### src/rtl/seqmul_pkg.sv
package seqmul_pkg;
   typedef enum logic {
      SM_IDLE = 1'b0,
      SM_RUN  = 1'b1
   } seqmul_state_e;
endpackage

### src/rtl/seqmul_operand_prep.sv
// Turns the raw operands into magnitudes and records whether the result must be negated.
module seqmul_operand_prep #(
   parameter int OPW       = 32,
   parameter bit SIGNED_EN = 1'b1
) (
   input  logic [OPW-1:0] mcand_i,
   input  logic [OPW-1:0] mplier_i,
   input  logic           signed_i,
   output logic [OPW-1:0] mcand_mag_o,
   output logic [OPW-1:0] mplier_mag_o,
   output logic           negate_o
);
   generate
      if (SIGNED_EN) begin : g_signed
         logic neg_a, neg_b;
         always_comb begin
            neg_a = signed_i & mcand_i[OPW-1];
            neg_b = signed_i & mplier_i[OPW-1];
            // The most negative value maps to 2^(OPW-1), which still fits unsigned.
            mcand_mag_o  = neg_a ? (~mcand_i + 1'b1)  : mcand_i;
            mplier_mag_o = neg_b ? (~mplier_i + 1'b1) : mplier_i;
            negate_o     = neg_a ^ neg_b;
         end
      end else begin : g_unsigned
         logic unused_mode;
         always_comb begin
            unused_mode  = signed_i;
            mcand_mag_o  = mcand_i;
            mplier_mag_o = mplier_i;
            negate_o     = 1'b0;
         end
      end
   endgenerate
endmodule

### src/rtl/seqmul_ctrl.sv
// Sequencer: accepts a launch when idle, counts OPW steps, and emits the completion pulse.
module seqmul_ctrl
   import seqmul_pkg::*;
#(
   parameter int OPW = 32
) (
   input  logic clk,
   input  logic rst_n,
   input  logic start_i,
   output logic load_o,
   output logic step_o,
   output logic busy_o,
   output logic done_o
);
   localparam int CW = (OPW > 2) ? $clog2(OPW) : 1;
   localparam logic [CW-1:0] LAST_STEP = CW'(OPW - 1);

   seqmul_state_e state_q;
   logic [CW-1:0] step_cnt_q;
   logic          done_q;
   logic          last_step;

   always_comb begin
      load_o    = start_i && (state_q == SM_IDLE);
      step_o    = (state_q == SM_RUN);
      last_step = step_o && (step_cnt_q == LAST_STEP);
   end

   always_ff @(posedge clk or negedge rst_n) begin
      if (!rst_n) begin
         state_q    <= SM_IDLE;
         step_cnt_q <= '0;
         done_q     <= 1'b0;
      end else begin
         done_q <= last_step;
         if (load_o) begin
            state_q    <= SM_RUN;
            step_cnt_q <= '0;
         end else if (last_step) begin
            state_q    <= SM_IDLE;
            step_cnt_q <= '0;
         end else if (step_o) begin
            step_cnt_q <= step_cnt_q + 1'b1;
         end
      end
   end

   assign busy_o = (state_q == SM_RUN);
   assign done_o = done_q;
endmodule

### src/rtl/seqmul_datapath.sv
// Accumulation register: upper half is the partial product, lower half holds the unconsumed multiplier bits.
module seqmul_datapath #(
   parameter int OPW = 32
) (
   input  logic             clk,
   input  logic             rst_n,
   input  logic             load_i,
   input  logic             step_i,
   input  logic [OPW-1:0]   mcand_mag_i,
   input  logic [OPW-1:0]   mplier_mag_i,
   input  logic             negate_i,
   output logic [2*OPW-1:0] acc_o,
   output logic             negate_o
);
   localparam int PW = 2 * OPW;

   logic [OPW-1:0] mcand_q;
   logic [PW-1:0]  acc_q;
   logic           negate_q;
   logic [OPW:0]   addend;
   logic [OPW:0]   sum;

   always_comb begin
      addend = acc_q[0] ? {1'b0, mcand_q} : '0;
      sum    = {1'b0, acc_q[PW-1:OPW]} + addend;
   end

   always_ff @(posedge clk or negedge rst_n) begin
      if (!rst_n) begin
         mcand_q  <= '0;
         acc_q    <= '0;
         negate_q <= 1'b0;
      end else if (load_i) begin
         mcand_q  <= mcand_mag_i;
         acc_q    <= {{OPW{1'b0}}, mplier_mag_i};
         negate_q <= negate_i;
      end else if (step_i) begin
         // The carry lands in the top bit as the whole register moves right.
         acc_q <= {sum, acc_q[OPW-1:1]};
      end
   end

   assign acc_o    = acc_q;
   assign negate_o = negate_q;
endmodule

### src/rtl/seqmul_result_fix.sv
// Applies the final two's-complement negation when the operand signs differed.
module seqmul_result_fix #(
   parameter int OPW       = 32,
   parameter bit SIGNED_EN = 1'b1
) (
   input  logic [2*OPW-1:0] acc_i,
   input  logic             negate_i,
   output logic [2*OPW-1:0] prod_o
);
   generate
      if (SIGNED_EN) begin : g_negate
         assign prod_o = negate_i ? (~acc_i + 1'b1) : acc_i;
      end else begin : g_pass
         logic unused_neg;
         assign unused_neg = negate_i;
         assign prod_o     = acc_i;
      end
   endgenerate
endmodule

### src/rtl/seqmul_core.sv
module seqmul_core #(
   parameter int OPW       = 32,
   parameter bit SIGNED_EN = 1'b1
) (
   input  logic             clk,
   input  logic             rst_n,
   input  logic             start_i,
   input  logic             signed_i,
   input  logic [OPW-1:0]   mcand_i,
   input  logic [OPW-1:0]   mplier_i,
   output logic             busy_o,
   output logic             done_o,
   output logic [2*OPW-1:0] prod_o
);
   generate
      if (OPW < 2) begin : g_bad_width
         $error("seqmul_core: OPW must be at least 2");
      end
   endgenerate

   logic [OPW-1:0]   mcand_mag, mplier_mag;
   logic             negate_in, negate_q;
   logic             load, step;
   logic [2*OPW-1:0] acc;

   seqmul_operand_prep #(.OPW(OPW), .SIGNED_EN(SIGNED_EN)) u_prep (
      .mcand_i      (mcand_i),
      .mplier_i     (mplier_i),
      .signed_i     (signed_i),
      .mcand_mag_o  (mcand_mag),
      .mplier_mag_o (mplier_mag),
      .negate_o     (negate_in)
   );

   seqmul_ctrl #(.OPW(OPW)) u_ctrl (
      .clk     (clk),
      .rst_n   (rst_n),
      .start_i (start_i),
      .load_o  (load),
      .step_o  (step),
      .busy_o  (busy_o),
      .done_o  (done_o)
   );

   seqmul_datapath #(.OPW(OPW)) u_dp (
      .clk          (clk),
      .rst_n        (rst_n),
      .load_i       (load),
      .step_i       (step),
      .mcand_mag_i  (mcand_mag),
      .mplier_mag_i (mplier_mag),
      .negate_i     (negate_in),
      .acc_o        (acc),
      .negate_o     (negate_q)
   );

   seqmul_result_fix #(.OPW(OPW), .SIGNED_EN(SIGNED_EN)) u_fix (
      .acc_i    (acc),
      .negate_i (negate_q),
      .prod_o   (prod_o)
   );
endmodule

### config.mk
export PLATFORM = sky130hd
export DESIGN_NAME = seqmul_core
export DESIGN_NICKNAME = d
export VERILOG_FILES = /design/src/rtl/seqmul_pkg.sv /design/src/rtl/seqmul_operand_prep.sv /design/src/rtl/seqmul_ctrl.sv /design/src/rtl/seqmul_datapath.sv /design/src/rtl/seqmul_result_fix.sv /design/src/rtl/seqmul_core.sv
export SDC_FILE = /design/constraint.sdc
export NUM_CORES = 1
export LEC_CHECK = 0
export CAP_MARGIN = 10
export CORE_MARGIN = 2
export CORE_UTILIZATION = 41
export DETAILED_ROUTE_END_ITERATION = 16
export PLACE_DENSITY = 0.61
export SYNTH_ARGS = -nofsm -noshare
export SYNTH_HDL_FRONTEND = slang
export SYNTH_HIERARCHICAL = 1
export SYNTH_SLANG_ARGS = --single-unit
### constraint.sdc
create_clock -name clk -period 4.2 [get_ports clk]
set_input_delay 0.42 -clock clk [delete_from_list [all_inputs] [get_ports clk]]
set_output_delay 0.42 -clock clk [all_outputs]
set_load 0.01 [all_outputs]
* After elaboration in Yosys (flattened, before gate mapping)
Index checks and enable logic that the tools add are counted.
** Operators by class
- Add/subtract/negate cells :: 5
- Eq/ne operators :: 1
- Mux-type cells :: 11
- Bitwise operators :: 7
- Reduce and logical (&&, ||, !) cells :: 5
** Operators by type and width (count)
- 2-to-1 mux 64 bit :: 3
- 2-to-1 mux 32 bit :: 3
- adder 32 x 1 -> 32 bit, second input constant :: 2
- adder 64 x 1 -> 64 bit, second input constant :: 1
- inverter 32 bit :: 2
- inverter 64 bit :: 1
- adder 32 x 33 -> 33 bit :: 1
- 2-to-1 mux 5 bit :: 3
- adder 5 x 1 -> 5 bit, second input constant :: 1
- == test 5 bit, second input constant :: 1
- nonzero test 2 bit :: 2
- nonzero test 3 bit :: 1
- bitwise AND 1 bit :: 2
- logical AND 1 bit :: 2
- 2-to-1 mux 1 bit :: 2
- inverter 1 bit :: 1
- XOR 1 bit :: 1
** Word-level totals
- Register bits after elaboration :: 104
- Bits of input ports :: 68

* Depth between registers and ports, before layout
Gate-level depths: netlist of run 1.
- Word-level depth :: 4
- Depth in mapped cells :: 13

* By module
The synthesis of run 1 kept the hierarchy.
** By module, submodules not included
- seqmul_datapath :: instances 1, cells each 600, area each 5919.4 um^2
- seqmul_result_fix :: instances 1, cells each 206, area each 1649.1 um^2
- seqmul_operand_prep :: instances 1, cells each 234, area each 1586.5 um^2
- seqmul_ctrl :: instances 1, cells each 30, area each 331.6 um^2

* Least setup slack after synthesis of run 1
Ideal clock, no wire load.
- Kind :: register -> register
- Start point :: register u_dp.acc_q[0], in the netlist u_dp/acc_o[0]
- End point :: register u_dp.acc_q[55], in the netlist u_dp/acc_o[55]
- Setup time :: 0.124 ns
- Data arrival time :: 2.809 ns
- Data required time :: 4.076 ns
- Path slack :: 1.267 ns
- Stages on the path, launching flop included :: 14
- Path buffers :: 1
- Period minus slack after synthesis :: 2.933 ns
- Cell sequence :: dfrtp_1 -> clkbuf_1 -> and2_1 -> ha_1 -> inv_1 -> fa_1 -> nor2b_1 -> o2111ai_1 -> and2_2 -> o21ai_2 -> a2111o_1 -> a311oi_2 -> and4b_1 -> a211o_1
** On the way
- Cells in the longest elaborated chain, start to end :: 4
** RTL lines
- from (decl) :: RTL line seqmul_datapath.sv:18 : logic [PW-1:0] acc_q;
- from (signal assigned) :: RTL line seqmul_datapath.sv:35 : acc_q <= {{OPW{1'b0}}, mplier_mag_i};
- from (signal assigned) :: RTL line seqmul_datapath.sv:39 : acc_q <= {sum, acc_q[OPW-1:1]};
- 2-to-1 mux 32 bit :: RTL line seqmul_datapath.sv:24 : addend = acc_q[0] ? {1'b0, mcand_q} : '0;
- adder 32 x 33 -> 33 bit :: RTL line seqmul_datapath.sv:25 : sum = {1'b0, acc_q[PW-1:OPW]} + addend;
- 2-to-1 mux 64 bit :: RTL line seqmul_datapath.sv:37 : end else if (step_i) begin
- 2-to-1 mux 64 bit :: RTL line seqmul_datapath.sv:33 : end else if (load_i) begin
Every way passes these cells. The select of a mux whose other input is x is not followed.
A chain may end at the register's enable or synchronous reset.

* Worst setup path in the final report of run 1
- Start point :: register u_dp.acc_q[0], in the netlist u_dp/acc_o[0]
- End point :: output prod_o[54]
** On the way
- Cells in the longest elaborated chain, start to end :: 3
** RTL lines
- inverter 64 bit :: RTL line seqmul_result_fix.sv:12 : assign prod_o = negate_i ? (~acc_i + 1'b1) : acc_i;
- adder 64 x 1 -> 64 bit :: RTL line seqmul_result_fix.sv:12
- 2-to-1 mux 64 bit :: RTL line seqmul_result_fix.sv:12
- to (decl) :: RTL line seqmul_core.sv:13 : output logic [2*OPW-1:0] prod_o
Every way passes these cells.

==> results of run 1 <==
sequential cells by signal (all words and copies together) (netlist names):
name and cells:
u_ctrl/done_o 1, u_ctrl/busy_o 1, u_ctrl/step_cnt_q 5, u_dp/negate_o 1, u_dp/mcand_q 32, u_dp/acc_o 64
cell type report:
type / instances / area (sq um) / area share
multi-input combinational: 892 / 6573 / 0.5800
clock inverter: 4 / 51.30 / 0.004527
sequential: 104 / 2608 / 0.2301
clock buffer: 12 / 246.5 / 0.02175
timing repair buffer: 143 / 1419 / 0.1252
tap: 285 / 356.6 / 0.03147
inverter: 21 / 78.83 / 0.006956
power by group:
part | total [uW] | internal [uW] | switching, uW
Combinational | 5940 | 2990 | 2940
Sequential | 2290 | 1540 | 758
Clock | 881 | 481 | 400
Total | 9110 | 5010 | 4100
final timing paths:
path	start	endpoint	slack (ns)
hold / removal	rst_n	u_dp/acc_o[62]$_DFFE_PN0P_	0.48
hold reg to reg	u_dp/mcand_q[12]$_DFFE_PN0P_	u_dp/mcand_q[12]$_DFFE_PN0P_	0.50
setup reg to reg	u_dp/acc_o[0]$_DFFE_PN0P_	u_dp/acc_o[59]$_DFFE_PN0P_	0.75
min in group clk	u_dp/mcand_q[12]$_DFFE_PN0P_	u_dp/mcand_q[12]$_DFFE_PN0P_	0.50
max in group asynchronous	rst_n	u_dp/negate_o$_DFFE_PN0P_	2.78
setup / recovery	u_dp/acc_o[0]$_DFFE_PN0P_	prod_o[54]	0.37
stage by stage:
stage          utilization  power, uW
6_report            0.4990       9110
5_1_grt             0.4990       9868
2_1_floorplan            -       6001
3_5_place_dp        0.4855       8222
4_1_cts             0.4990       9151
3_3_place_gp        0.4855       8153
repair_timing:
action                                  CTS  global route
hold buffers                              1             0
endpoints found under the hold margin    18             0
endpoints found under the setup margin    0             0
synthesized netlist by cell type (all sizes together), types with 4 or more instances:
cell    count  share of area
a21o       15          0.012
a21oi      44          0.023
a31oi      12         0.0079
and2       41          0.027
and3        6         0.0040
buf        17          0.010
clkbuf     36          0.014
dfrtp     104           0.27
ha         37          0.049
inv        21         0.0083
mux2       33          0.039
mux2i      49          0.052
nand2      91          0.036
nand2b      9         0.0062
nand3      19          0.013
nand3b      4         0.0032
nand4      14          0.011
nor2       68          0.027
nor2b       7         0.0046
nor3       26          0.015
nor3b       4         0.0032
nor4       16          0.015
o211ai     10         0.0079
o21a        7         0.0055
o21ai      75          0.040
o31ai      44          0.038
o41ai      20          0.029
or2        13         0.0086
or3        20          0.015
or4        27          0.024
xnor2     101          0.093
xor2       39          0.036
layer usage:
layer / vias to the layer above / GRT usage / wire [um]
met5: - / 0 / 13
met4: 2 / 0.03451 / 212
met3: 16 / 0.02528 / 1165
met2: 201 / 0.3590 / 12530
met1: 4127 / 0.3142 / 12590
li1: 4136 / - / -
worst max-delay path, stage by stage, from the launching register on:
cell and delay [ns]:
dfrtp_1 0.61, inv_1 0.15, ha_1 0.17, inv_1 0.10, nor4_2 0.54, nand4_2 0.33
o41ai_1 0.42, xnor2_1 0.17, clkdlybuf4s50_1 0.56
cells by family (layout without fill, tap and decap cells):
logic type / Yosys count / in the layout / synth area share
AOI/OAI and AO/OA: 258 / 258 / 0.1968
xor gates and xnor gates: 140 / 140 / 0.1293
buffers and inverters: 74 / 180 / 0.03297
and+or+nand+nor: 374 / 374 / 0.2249
adders and majority gates: 38 / 38 / 0.05091
DFF: 104 / 104 / 0.2743
muxes: 82 / 82 / 0.09087
==> impl_metrics.ini, run 1 <==
[outcome]
status = finished clean

[sta]
clock_skew_ns = 0.009621
relSlewSlack = 0.2280
period_needed_ns = 3.831
period_share = 0.9122
rsz0062_at_grt = false
setup_viol = 0
worst_slew_pin_slew_ns = 1.147
setup_tns_ns = 0
final-hold-violation-count = 0
maxClockFrequency_ghz = 0.2610
slew_violations = 0
hold_slack_ns = 0.4843
setup_ws_ns = 0.3689

[yosys]
synthDistinctLibCells = 89
synth_ff_type = dfrtp_1
syn_nets = 1176
ys_ff_latch = 104
async_reset_ff_frac = 1.000
synth-edff-count = 0
avgSynthCellArea_sq_um = 8.866
synth_cells = 1070
yosysSeqAreaShare = 0.2743
synth_area_sq_um = 9487
yosys_warnings = 6

[grt]
grt_max_degree = 133
grt_pass1_wl_um = 42720
antenna_found_initial = 1
track_usage = 0.2183
first_global_vias = 8183
grt_overflow = 0

[placement]
place_inst = 1444
post-dp-hpwl_um = 19930
place_area_sq_um = 11020
dp_slack_ns = 0.7868
gp_congestion = 0.9108
portBuffers = 133

[drt]
dr.pass1.iters = 7
drc = 0
drt-total-wl_um = 26500
drt_iter0_markers = 672
vias = 8482
drtAntennaViolNets = 0
vias_per_cell = 5.806
avgRoutedWirePerCell_um = 18.14

[worst_hold_path]
holdCritPathClass = primary input to async pin

[flow_run]
cap_violations = 0

[floorplan]
die_w_um = 156.1
core-area_sq_um = 22710
dieArea_sq_um = 24370
ios = 134
std_cell_rows = 55
initial_utilization = 0.4177
die_y_um = 156.1

[clocking]
clkSlewWorstSetupHoldPaths_ns = 0.07
post_cts_resized = 0
cts_max_path_buffers = 2
post_cts_buffers = 0
clock_sinks = 104
cts_root_buffer = clkbuf_16
cts_tree = done
worstSkewPairLatency_ns = 0.36
cts_made_buffers = 9
htree_levels = 3

[pwr]
peakVddDrop_mv = 0.6206
p_per_area_nw_per_um2 = 803.9
power.leakage_uw = 0.004598

[final_layout]
layoutNonFillerInstCount = 1461
drive_above_1_share = 0.1097
final_area_sq_um = 11330
diodes = 0
final_common_cell = clkdlybuf4s50_1
fillCellCount = 2205
final_cell_mix = clkdlybuf4s50_1, dfrtp_1, xnor2_1
area_growth_pct = 19.45
nets = 1277

[critical_path]
crit_fanout = 19
reg2reg_depth = 11
startpoint_type = register
crit_required_ns = 3.78
cp-end-kind = primary output
crit_type = register to primary output
arrival_ns = 3.41
Power figures use the tool's default switching activity.
==> inputs of run 2 (changes only) <==
- SETUP_SLACK_MARGIN: not set -> 0.4
==> run 2 against run 1 <==
  * Routed wire length increased by 0.37%
  * Final area rose by 0.94%
  * Final cell count up 0.41%
  * Critical path type unchanged
  * Hold slack barely moved
  * Setup slack improved by 0.11 ns
  * Fmax grew 3.0%
  * Critical endpoint is now prod_o[60]
  * Flip-flop and latch count unchanged
  * Clock power hardly changed
==> impl_metrics.ini, run 2 (synthesized netlist as in run 1, its figures left out) <==
[outcome]
status = finished clean

[final_layout]
diodes = 0
final_common_cell = clkdlybuf4s50_1
final_cell_mix = clkdlybuf4s50_1, dfrtp_1, xnor2_1
seqCellArea_sq_um = 2609
nets = 1283
multi_input_area_sq_um = 6620
area_growth_pct = 20.58
fillCellCount = 2196
fin_util = 0.5037
largest_reg_flops = 64
drive_above_1_share = 0.1193

[floorplan]
dieArea_sq_um = 24370
die_y_um = 156.1
std_cell_rows = 55
core-area_sq_um = 22710
ios = 134
die_w_um = 156.1
initial_utilization = 0.4177

[critical_path]
cp_slowest_cell = or4_4
arrival_ns = 3.30
startpoint_type = register
crit_fanout = 8
slowest_delay_ns = 0.59
crit_type = register to primary output
cp_cell_sequence = or4_4, or3_4, or3_4, o41ai_4, xnor2_1, clkdlybuf4s50_1
critical_path.n_buffers_inverters = 1
path_delay_family = simple AND/OR/NAND/NOR gates
cp_common_cell = or3_4
cp-end-kind = primary output
crit_required_ns = 3.78

[clocking]
cts_made_buffers = 9
worstSkewPairLatency_ns = 0.36
cts_root_buffer = clkbuf_16
cts_tree = done
clock_sinks = 104
htree_levels = 3
cts_max_path_buffers = 2
clkSlewWorstSetupHoldPaths_ns = 0.07

[sta]
final-hold-violation-count = 0
clock_skew_ns = 0.01012
period_share = 0.8853
setup_tns_ns = 0
relSlewSlack = 0.2436
worst_slew_pin_slew_ns = 1.124
period_needed_ns = 3.718
rsz0062_at_grt = true
setup_viol = 0
maxClockFrequency_ghz = 0.2689
slew_violations = 0

[grt]
grt_overflow = 0
track_usage = 0.2184
first_global_vias = 8198
grt_max_degree = 133
antenna_found_initial = 1
grt_pass1_wl_um = 42750

[worst_hold_path]
holdCritPathClass = primary input to async pin

[drt]
drc = 0
vias_per_cell = 5.850
dr.pass1.iters = 6
drt_iter0_markers = 666
avgRoutedWirePerCell_um = 18.13
drtAntennaViolNets = 0
vias = 8582
drt-total-wl_um = 26600

[pwr]
p_per_area_nw_per_um2 = 800.6
peakVddDrop_mv = 0.6189
power.leakage_uw = 0.004639

[placement]
portBuffers = 133
post-dp-hpwl_um = 19930
gp_congestion = 0.9108

[flow_run]
cap_violations = 0
[run 2: cell count changes in the layout (fill, tap and decap cells not counted), moves of 2 or more]
cell / before / now
o41ai_2: 6 / 8
buf_4: 9 / 14
o41ai_1: 11 / 9
nor4_1: 12 / 10
[run 2: timing repair]
action                                  4_1_cts  5_1_grt
setup buffers                                 1        5
hold buffers                                  1        0
gates resized for setup                       2        6
cloned                                        0        0
endpoints found under the setup margin        3       16
hold endpoints to repair                     18        0
pin swaps                                     1        3
[run 2: where the power goes]
| part | switching (uW) | leakage, uW | internal [uW] |
|---|---|---|---|
| sequential | 765 | 0.00125 | 1540 |
| clock | 401 | 0.000143 | 481 |
| combinational | 2960 | 0.00324 | 3010 |
[run 2: cell type report]
class                           count  area share
Clock buffer                       12     0.02155
Clock inverter                      4    0.004485
Inverter                           21    0.006891
Multi-Input combinational cell    892      0.5788
Sequential cell                   104      0.2281
Tap cell                          285     0.03117
Timing Repair Buffer              149      0.1291
[run 2: metrics by stage]
step	setup WS [ns]	cells	total power, uW	instance area (sq um)	hold slack [ns]
after CTS	0.4114	1462	9167	11370	0.4873
final	0.4817	1467	9158	11440	0.4844
after detailed placement	0.7868	1444	8222	11020	0.3316
after global placement	0.7903	1444	8153	11020	0.3332
after global routing	0.3654	1467	9909	11440	0.5105
after floorplan	1.267	1070	6001	9487	0.1244
[run 2: final timing paths]
kind / start / to / slack, ns / cells after the start
max in group asynchronous: rst_n / u_dp/negate_o$_DFFE_PN0P_ / 2.77 / 3
max reg2reg: u_dp/acc_o[0]$_DFFE_PN0P_ / u_dp/acc_o[59]$_DFFE_PN0P_ / 0.94 / 11
min: rst_n / u_dp/acc_o[62]$_DFFE_PN0P_ / 0.48 / 2
min reg2reg: u_dp/mcand_q[12]$_DFFE_PN0P_ / u_dp/mcand_q[12]$_DFFE_PN0P_ / 0.50 / 1
max: u_dp/acc_o[33]$_DFFE_PN0P_ / prod_o[60] / 0.48 / 6
min in group clk: u_dp/mcand_q[12]$_DFFE_PN0P_ / u_dp/mcand_q[12]$_DFFE_PN0P_ / 0.50 / 1
[run 2: routing by layer]
metal,part of all wire,vias to the layer above,global-route usage
met4,0.0086,2,0.03451
met5,0.00049,-,0
li1,-,4146,-
met1,0.47,4180,0.3132
met2,0.47,232,0.3603
met3,0.046,22,0.02528
